File: config.mk
export PLATFORM = sky130hd
export DESIGN_NAME = xlat_cache
export DESIGN_NICKNAME = d
export VERILOG_FILES = /design/src/rtl/xlat_pkg.sv /design/src/rtl/xlat_match.sv /design/src/rtl/xlat_victim.sv /design/src/rtl/xlat_cache.sv
export SDC_FILE = /design/constraint.sdc
export NUM_CORES = 2
export LEC_CHECK = 0
export ABC_AREA = 0
export BUFFER_PORTS_ARGS = -buffer_cell sky130_fd_sc_hd__buf_2
export CORE_MARGIN = 2
export CORE_UTILIZATION = 50
export CTS_CLUSTER_DIAMETER = 80
export DETAILED_ROUTE_END_ITERATION = 12
export MAX_ROUTING_LAYER = met4
export PLACE_DENSITY = 0.67
export SLEW_MARGIN = 0
export SYNTH_ARGS = -nofsm -noshare
export SYNTH_HDL_FRONTEND = slang
export SYNTH_SLANG_ARGS = --single-unit
File: constraint.sdc
create_clock -name clk_i -period 4.8 [get_ports clk_i]
set_input_delay 0.96 -clock clk_i [delete_from_list [all_inputs] [get_ports clk_i]]
set_output_delay 0.96 -clock clk_i [all_outputs]
set_load 0.03 [all_outputs]
File: src/rtl/xlat_pkg.sv
package xlat_pkg;
  localparam int VPN_W = 20;
  localparam int PFN_W = 20;
  localparam int PTE_W = 32;
  localparam int BIT_P = 0;
  localparam int BIT_W = 1;
  localparam int BIT_U = 2;
  localparam int BIT_G = 8;
  localparam int PFN_LSB = PTE_W - PFN_W;

  typedef struct packed {
    logic [VPN_W-1:0] vpn;
    logic [PFN_W-1:0] pfn;
    logic             wr;
    logic             usr;
    logic             glb;
  } xlat_ent_t;
endpackage

File: src/rtl/xlat_match.sv
module xlat_match #(
  parameter int N = 16,
  parameter int W = 20
) (
  input  logic [N-1:0]        valid_i,
  input  logic [N-1:0][W-1:0] tag_i,
  input  logic [W-1:0]        key_i,
  output logic [N-1:0]        hit_o
);
  for (genvar i = 0; i < N; i++) begin : g_cmp
    assign hit_o[i] = valid_i[i] && (tag_i[i] == key_i);
  end
endmodule

File: src/rtl/xlat_victim.sv
module xlat_victim #(
  parameter int N  = 16,
  parameter int IW = $clog2(N)
) (
  input  logic          clk_i,
  input  logic          rst_ni,
  input  logic [N-1:0]  free_i,
  input  logic          repl_i,
  output logic [IW-1:0] idx_o,
  output logic          any_free_o
);
  logic [IW-1:0] rr_q;
  logic [IW-1:0] free_idx;

  // lowest free slot wins
  always_comb begin
    free_idx = '0;
    for (int i = N - 1; i >= 0; i--) begin
      if (free_i[i]) free_idx = IW'(i);
    end
  end

  assign any_free_o = |free_i;
  assign idx_o      = any_free_o ? free_idx : rr_q;

  always_ff @(posedge clk_i or negedge rst_ni) begin
    if (!rst_ni) begin
      rr_q <= '0;
    end else if (repl_i) begin
      rr_q <= (rr_q == IW'(N - 1)) ? '0 : rr_q + 1'b1;
    end
  end
endmodule

File: src/rtl/xlat_cache.sv
module xlat_cache
  import xlat_pkg::*;
#(
  parameter int N = 16
) (
  input  logic             clk_i,
  input  logic             rst_ni,
  input  logic             glb_en_i,
  input  logic [VPN_W-1:0] lk_vpn_i,
  output logic             lk_hit_o,
  output logic [PFN_W-1:0] lk_pfn_o,
  output logic             lk_wr_o,
  output logic             lk_usr_o,
  input  logic             fill_i,
  input  logic [VPN_W-1:0] fill_vpn_i,
  input  logic [PTE_W-1:0] fill_pde_i,
  input  logic [PTE_W-1:0] fill_pte_i,
  input  logic             base_wr_i,
  input  logic             inv_pg_i,
  input  logic [VPN_W-1:0] inv_vpn_i
);
  localparam int IDX_W = (N > 1) ? $clog2(N) : 1;

  xlat_ent_t               ent_q [N];
  logic [N-1:0]            valid_q;
  logic [N-1:0]            glob_q;
  logic [N-1:0][VPN_W-1:0] vpn_tags;

  logic [N-1:0] lk_vec, inv_vec, fill_vec;
  logic [N-1:0] keep_vec, valid_inv, wr_sel;
  logic [IDX_W-1:0] victim_idx;
  logic any_free, fill_ok, fill_hit, repl;
  xlat_ent_t new_ent;

  logic unused_pte_bits;
  assign unused_pte_bits = ^{fill_pte_i[BIT_G-1:BIT_U+1], fill_pte_i[PFN_LSB-1:BIT_G+1],
                             fill_pde_i[PTE_W-1:BIT_U+1]};

  for (genvar i = 0; i < N; i++) begin : g_view
    assign vpn_tags[i] = ent_q[i].vpn;
    assign glob_q[i]   = ent_q[i].glb;
    // flush keeps global entries only while enabled
    assign keep_vec[i] = !base_wr_i || (glb_en_i && ent_q[i].glb);
  end

  xlat_match #(.N(N), .W(VPN_W)) u_lk_match (
    .valid_i(valid_q), .tag_i(vpn_tags), .key_i(lk_vpn_i), .hit_o(lk_vec)
  );

  xlat_match #(.N(N), .W(VPN_W)) u_inv_match (
    .valid_i(valid_q), .tag_i(vpn_tags), .key_i(inv_vpn_i), .hit_o(inv_vec)
  );

  assign valid_inv = valid_q & keep_vec & ~(inv_vec & {N{inv_pg_i}});

  // fill sees the post-invalidate state
  xlat_match #(.N(N), .W(VPN_W)) u_fill_match (
    .valid_i(valid_inv), .tag_i(vpn_tags), .key_i(fill_vpn_i), .hit_o(fill_vec)
  );

  assign fill_ok  = fill_i && fill_pde_i[BIT_P] && fill_pte_i[BIT_P];
  assign fill_hit = |fill_vec;
  assign repl     = fill_ok && !fill_hit && !any_free;

  xlat_victim #(.N(N), .IW(IDX_W)) u_victim (
    .clk_i(clk_i), .rst_ni(rst_ni), .free_i(~valid_inv), .repl_i(repl),
    .idx_o(victim_idx), .any_free_o(any_free)
  );

  always_comb begin
    new_ent.vpn = fill_vpn_i;
    new_ent.pfn = fill_pte_i[PTE_W-1:PFN_LSB];
    new_ent.wr  = fill_pde_i[BIT_W] && fill_pte_i[BIT_W];
    new_ent.usr = fill_pde_i[BIT_U] && fill_pte_i[BIT_U];
    new_ent.glb = fill_pte_i[BIT_G];
  end

  for (genvar i = 0; i < N; i++) begin : g_sel
    assign wr_sel[i] = fill_ok && (fill_hit ? fill_vec[i] : (victim_idx == IDX_W'(i)));
  end

  always_ff @(posedge clk_i or negedge rst_ni) begin
    if (!rst_ni) begin
      valid_q <= '0;
      for (int i = 0; i < N; i++) ent_q[i] <= '0;
    end else begin
      valid_q <= valid_inv | wr_sel;
      for (int i = 0; i < N; i++) begin
        if (wr_sel[i]) ent_q[i] <= new_ent;
      end
    end
  end

  always_comb begin
    lk_pfn_o = '0;
    lk_wr_o  = 1'b0;
    lk_usr_o = 1'b0;
    for (int i = 0; i < N; i++) begin
      lk_pfn_o = lk_pfn_o | (ent_q[i].pfn & {PFN_W{lk_vec[i]}});
      lk_wr_o  = lk_wr_o  | (ent_q[i].wr  & lk_vec[i]);
      lk_usr_o = lk_usr_o | (ent_q[i].usr & lk_vec[i]);
    end
  end

  assign lk_hit_o = |lk_vec;
endmodule

==> results.md <==
| Step | Quantity | This run |
|---|---|---|
| synth | Dominant combinational cell family by area after synthesis | XOR/XNOR gates |
| pwr | Pleak | 22.7 nW |
| synth | Main area contributors after synthesis | sky130_fd_sc_hd__dfrtp_1 (43%), sky130_fd_sc_hd__xor2_1 (11%), sky130_fd_sc_hd__xnor2_1 (9.6%) |
| clock tree | Clock Path Buffers | 3 |
| synth | Proportion of synthesized area in mux cells | 18.9% |
| global route | Vias in the first global route | 30,500 |
| timing | RSZ-0062 raised after global routing | false |
| finish | Area of the multi-input gates | 21,500 sq um |
| global route | Overflow left after global routing | 0 |
| synth | Cell type contributing the most total cell area after synthesis | sky130_fd_sc_hd__dfrtp_1 |
| synth | Number of distinct standard cells referenced by the synthesized netlist | 61 |
| pwr | Switching fraction of total power | 26.6% |
| synth | Simple-gate share of the synthesized area | 6.88% |
| floorplanning | Die outline height | 291 microns |
| synth | Mapped Avg Cell Area | 12.0 sq um |
| clock tree | Number of gates given a new drive strength after cts | 0 |
| global route | Number of antenna violations at the first check in global routing | 2 |
| pwr | Share of power burned in registers | 43.9% |
| timing | Worst Skew | 0.0264 ns |
| place | Total cell area at the placement stage | 45,400 sq um |
| clock tree | Cell chosen for the clock root | sky130_fd_sc_hd__clkbuf_16 |
| floorplanning | Starting density of the core | 50.4% |
| place | Half-perimeter wire length after placement | 98.5 mm |
| route | DR DRC count | 0 |
| finish | Finished Core Util | 58.9% |
| route | Via count of the routed design | 30,100 |
| global route | Pin count of the biggest net entering global routing | 121 |
| synth | Sequential-to-total area share from yosys stat | 43.0% |
| job | MaxCap Viol Count | 0 |
| route | Initial DRC Count | 3,086 |
| synth | Dominant register cell in the synthesized netlist | sky130_fd_sc_hd__dfrtp_1 |
| synth | Async SR Flop Fraction | 100% |
| clock tree | Clk sinks | 708 |
| floorplanning | Top-Level Pins | 153 |
| synth | Area of the mapped netlist | 41,200 sq um |
| critical path | Data required time of the worst path | 5.31 ns |
| synth | Post-synthesis share of cell area spent on xor and xnor gates | 20.4% |
| critical path | Largest fanout on the critical path | 25 |
| finish | Share of final-layout standard cells stronger than drive strength 1 | 25.6% |
| finish | Final standard cell area without fillers | 48,200 sq um |
| pwr | Cell internal pwr | 10.7 mW |
| critical path | Type of destination of the critical path | flop |
| route | Routed WL per cell | 30.3 microns |
| timing | Minimum period implied by the final worst setup slack | 4.66 ns |
| pwr | Total power divided by cell area | 303 nW/um^2 |
| clock tree | Clock latency of the later-clocked register in the worst-skew pair | 0.64 ns |
| finish | Most frequent standard cell in the layout excluding fill and tap cells | sky130_fd_sc_hd__dfrtp_1 |
| route | Count of antenna-violating nets left after detailed routing | 0 |
| synth | Post-Synthesis Cells | 3,441 |
| floorplanning | Area enclosed by the die boundary | 84,800 sq um |
| synth | Arithmetic-cell share of the synthesized area counting full adders, half adders and majority gates | 0.0303% |
| timing | Final number of max-transition violations | 0 |
| timing | Maximum clock frequency | 214 MHz |
| clock tree | Clock Pin Slew Worst Setup and Hold Paths | 0.06 ns |
| synth | Mapped Nets | 3,572 |
| clock tree | Post-CTS setup-driven buffer insertion count | 0 |
| route | Count of TritonRoute iterations in the first routing pass | 8 |
| place | PortBufs | 115 |
| pwr | Maximum vdd drop | 0.407 mV |
| clock tree | CTS Hold Buffers Added | 0 |
| pwr | Net Switching | 3.88 mW |
| synth | Share of the synthesized area in compound gates (AO/OA/AOI/OAI) | 5.68% |
| clock tree | Number of CTS-inserted buffers | 82 |
| finish | Leading cell types in the layout, fill and taps excluded | sky130_fd_sc_hd__dfrtp_1 (708), sky130_fd_sc_hd__xor2_1 (508), sky130_fd_sc_hd__xnor2_1 (451) |
| finish | Register cell area after layout | 17,700 sq um |
| synth | Count of flip-flops with a built-in enable after synthesis | 0 |
| synth | Synth warnings | 0 |
| timing | Crit share post-route | 97.1% |
| route | Routed via count divided by cell count | 6.25 |
| critical path | Kind of launch point of the worst setup path | primary input |
| synth | #FFs+latches synth | 708 |
| synth | Synth top area share | 43.0% |
| place | Gpl congestion | 0.978 |
| critical path | Worst setup path category | in -> reg |
| critical path | Depth of the most critical reg-to-reg path | 14 |
| clock tree | CTS tree | yes |
| global route | First-pass GRT wire length | 214 mm |
| timing | # setup viols final | 0 |
| global route | Total routing resource utilization after global routing | 35.4% |
| critical path | Arrival time of data at the critical path endpoint | 5.17 ns |
| finish | Count of nets after finishing | 3,813 |
| clock tree | Total number of H-tree levels | 3 |
| timing | Worst-case headroom to the max-slew limit | 9.86% |
| worst hold path | Type of the most critical hold path | in -> async |
| route | Final routed wirelength across all metal layers | 146 mm |
| run status | Status | completed |
| floorplanning | Area of the placeable core | 81,800 sq um |
| timing | Final hold violation count | 0 |
| finish | Fillers | 6,642 |
| finish | Area added between synthesis and finish | 16.8% |
| pwr | Combinational power share | 12.0% |
| pwr | Relative contribution of the clock network to total power | 44.1% |
| floorplanning | Horizontal die dimension | 291 microns |
| timing | Transition at the pin with the smallest max-transition slack | 1.34 ns |
| floorplanning | Std cell rows | 105 |
## worst max-delay path: stages
cell and delay [ns]:
sky130_fd_sc_hd__buf_2 0.18, sky130_fd_sc_hd__buf_12 0.21, sky130_fd_sc_hd__xnor2_1 0.13, sky130_fd_sc_hd__nand4_1 0.16, sky130_fd_sc_hd__nor4_1 0.45, sky130_fd_sc_hd__buf_4 0.19
sky130_fd_sc_hd__a41oi_1 0.19, sky130_fd_sc_hd__nand4_1 0.34, sky130_fd_sc_hd__nand4_1 0.12, sky130_fd_sc_hd__or4_1 0.65, sky130_fd_sc_hd__buf_4 0.19, sky130_fd_sc_hd__nand4b_4 0.21
sky130_fd_sc_hd__o21ai_1 0.24, sky130_fd_sc_hd__and2_2 0.29, sky130_fd_sc_hd__buf_12 0.22, sky130_fd_sc_hd__mux2_2 0.36
## state kept, by name (all words and copies together), names as in the netlist
signal         cells
ent_q            688
u_victim.rr_q      4
valid_q           16
## layout make-up
cell class | instances | share of cell area, %
clock inverters | 25 | 0.748
clock buffers | 121 | 4.94
multi-input cells | 2392 | 44.7
inverters | 33 | 0.257
repair buffers | 465 | 9.79
diodes | 6 | 0.0312
flip-flops and latches | 708 | 36.8
well taps | 1070 | 2.78
## power groups by stage
| stage | Combinational, mW | Clock, mW | Sequential [mW] |
|---|---|---|---|
| floorplan | 0.970 | 0 | 6.44 |
| global placement | 1.70 | 0 | 6.51 |
| detailed placement | 1.72 | 0 | 6.51 |
| CTS | 1.73 | 6.51 | 6.41 |
| global route | 1.85 | 6.74 | 6.43 |
| finish | 1.76 | 6.44 | 6.41 |
## routing by layer
metal	vias to the layer above	wire length (microns)	GRT usage, %
li1	12700	-	-
met1	15500	61400	48.4
met2	1550	64100	51.8
met3	415	13800	6.58
met4	0	7080	14.9
met5	-	0	-
## cells by family (layout without fill, tap and decap cells)
group,count (synthesis),after routing
AOI/OAI and AO/OA,283,283
xor gates and xnor gates,961,961
adders and majority gates,1,1
buffers and inverters,341,644
DFF,708,708
muxes,658,658
other,0,6
and+or+nand+nor,489,489
## stage by stage
| stage | worst slack, ns | total power, mW | setup TNS (ns) | hold WS [ns] | std cells |
|---|---|---|---|---|---|
| after floorplan | 0.211 | 7.41 | 0 | 0.458 | 3441 |
| after global placement | -0.335 | 8.21 | -146.10 | 0.467 | 4668 |
| after detailed placement | -0.368 | 8.23 | -177.82 | 0.474 | 4668 |
| after CTS | 0.261 | 14.6 | 0 | 0.345 | 4814 |
| after global routing | 0.0192 | 15.0 | 0 | 0.356 | 4816 |
| final | 0.137 | 14.6 | 0 | 0.338 | 4820 |
## synthesized netlist by cell type (46+ instances only)
| library cell | number |
|---|---|
| sky130_fd_sc_hd__dfrtp_1 | 708 |
| sky130_fd_sc_hd__clkbuf_1 | 152 |
| sky130_fd_sc_hd__mux2_1 | 348 |
| sky130_fd_sc_hd__xnor2_1 | 451 |
| sky130_fd_sc_hd__xor2_1 | 508 |
| sky130_fd_sc_hd__a22o_1 | 88 |
| sky130_fd_sc_hd__buf_6 | 60 |
| sky130_fd_sc_hd__mux2_4 | 98 |
| sky130_fd_sc_hd__nor4_1 | 150 |
| sky130_fd_sc_hd__a221oi_1 | 89 |
| sky130_fd_sc_hd__mux2_2 | 211 |
| sky130_fd_sc_hd__nand2_1 | 82 |
| sky130_fd_sc_hd__nand3_1 | 46 |
| sky130_fd_sc_hd__nand4_1 | 147 |
## path summary, 6_finish.rpt
kind	from	endpoint	slack (ns)
max	inv_vpn_i[0]	ent_q[330]	0.14
min	rst_ni	ent_q[375]	0.34
max reg2reg	ent_q[332]	ent_q[330]	0.40
min reg2reg	ent_q[4]	ent_q[4]	0.48
max in group asynchronous	rst_ni	ent_q[280]	3.29
min in group clk_i	ent_q[4]	ent_q[4]	0.48
Note: power is estimated with default switching activity, not from simulation.
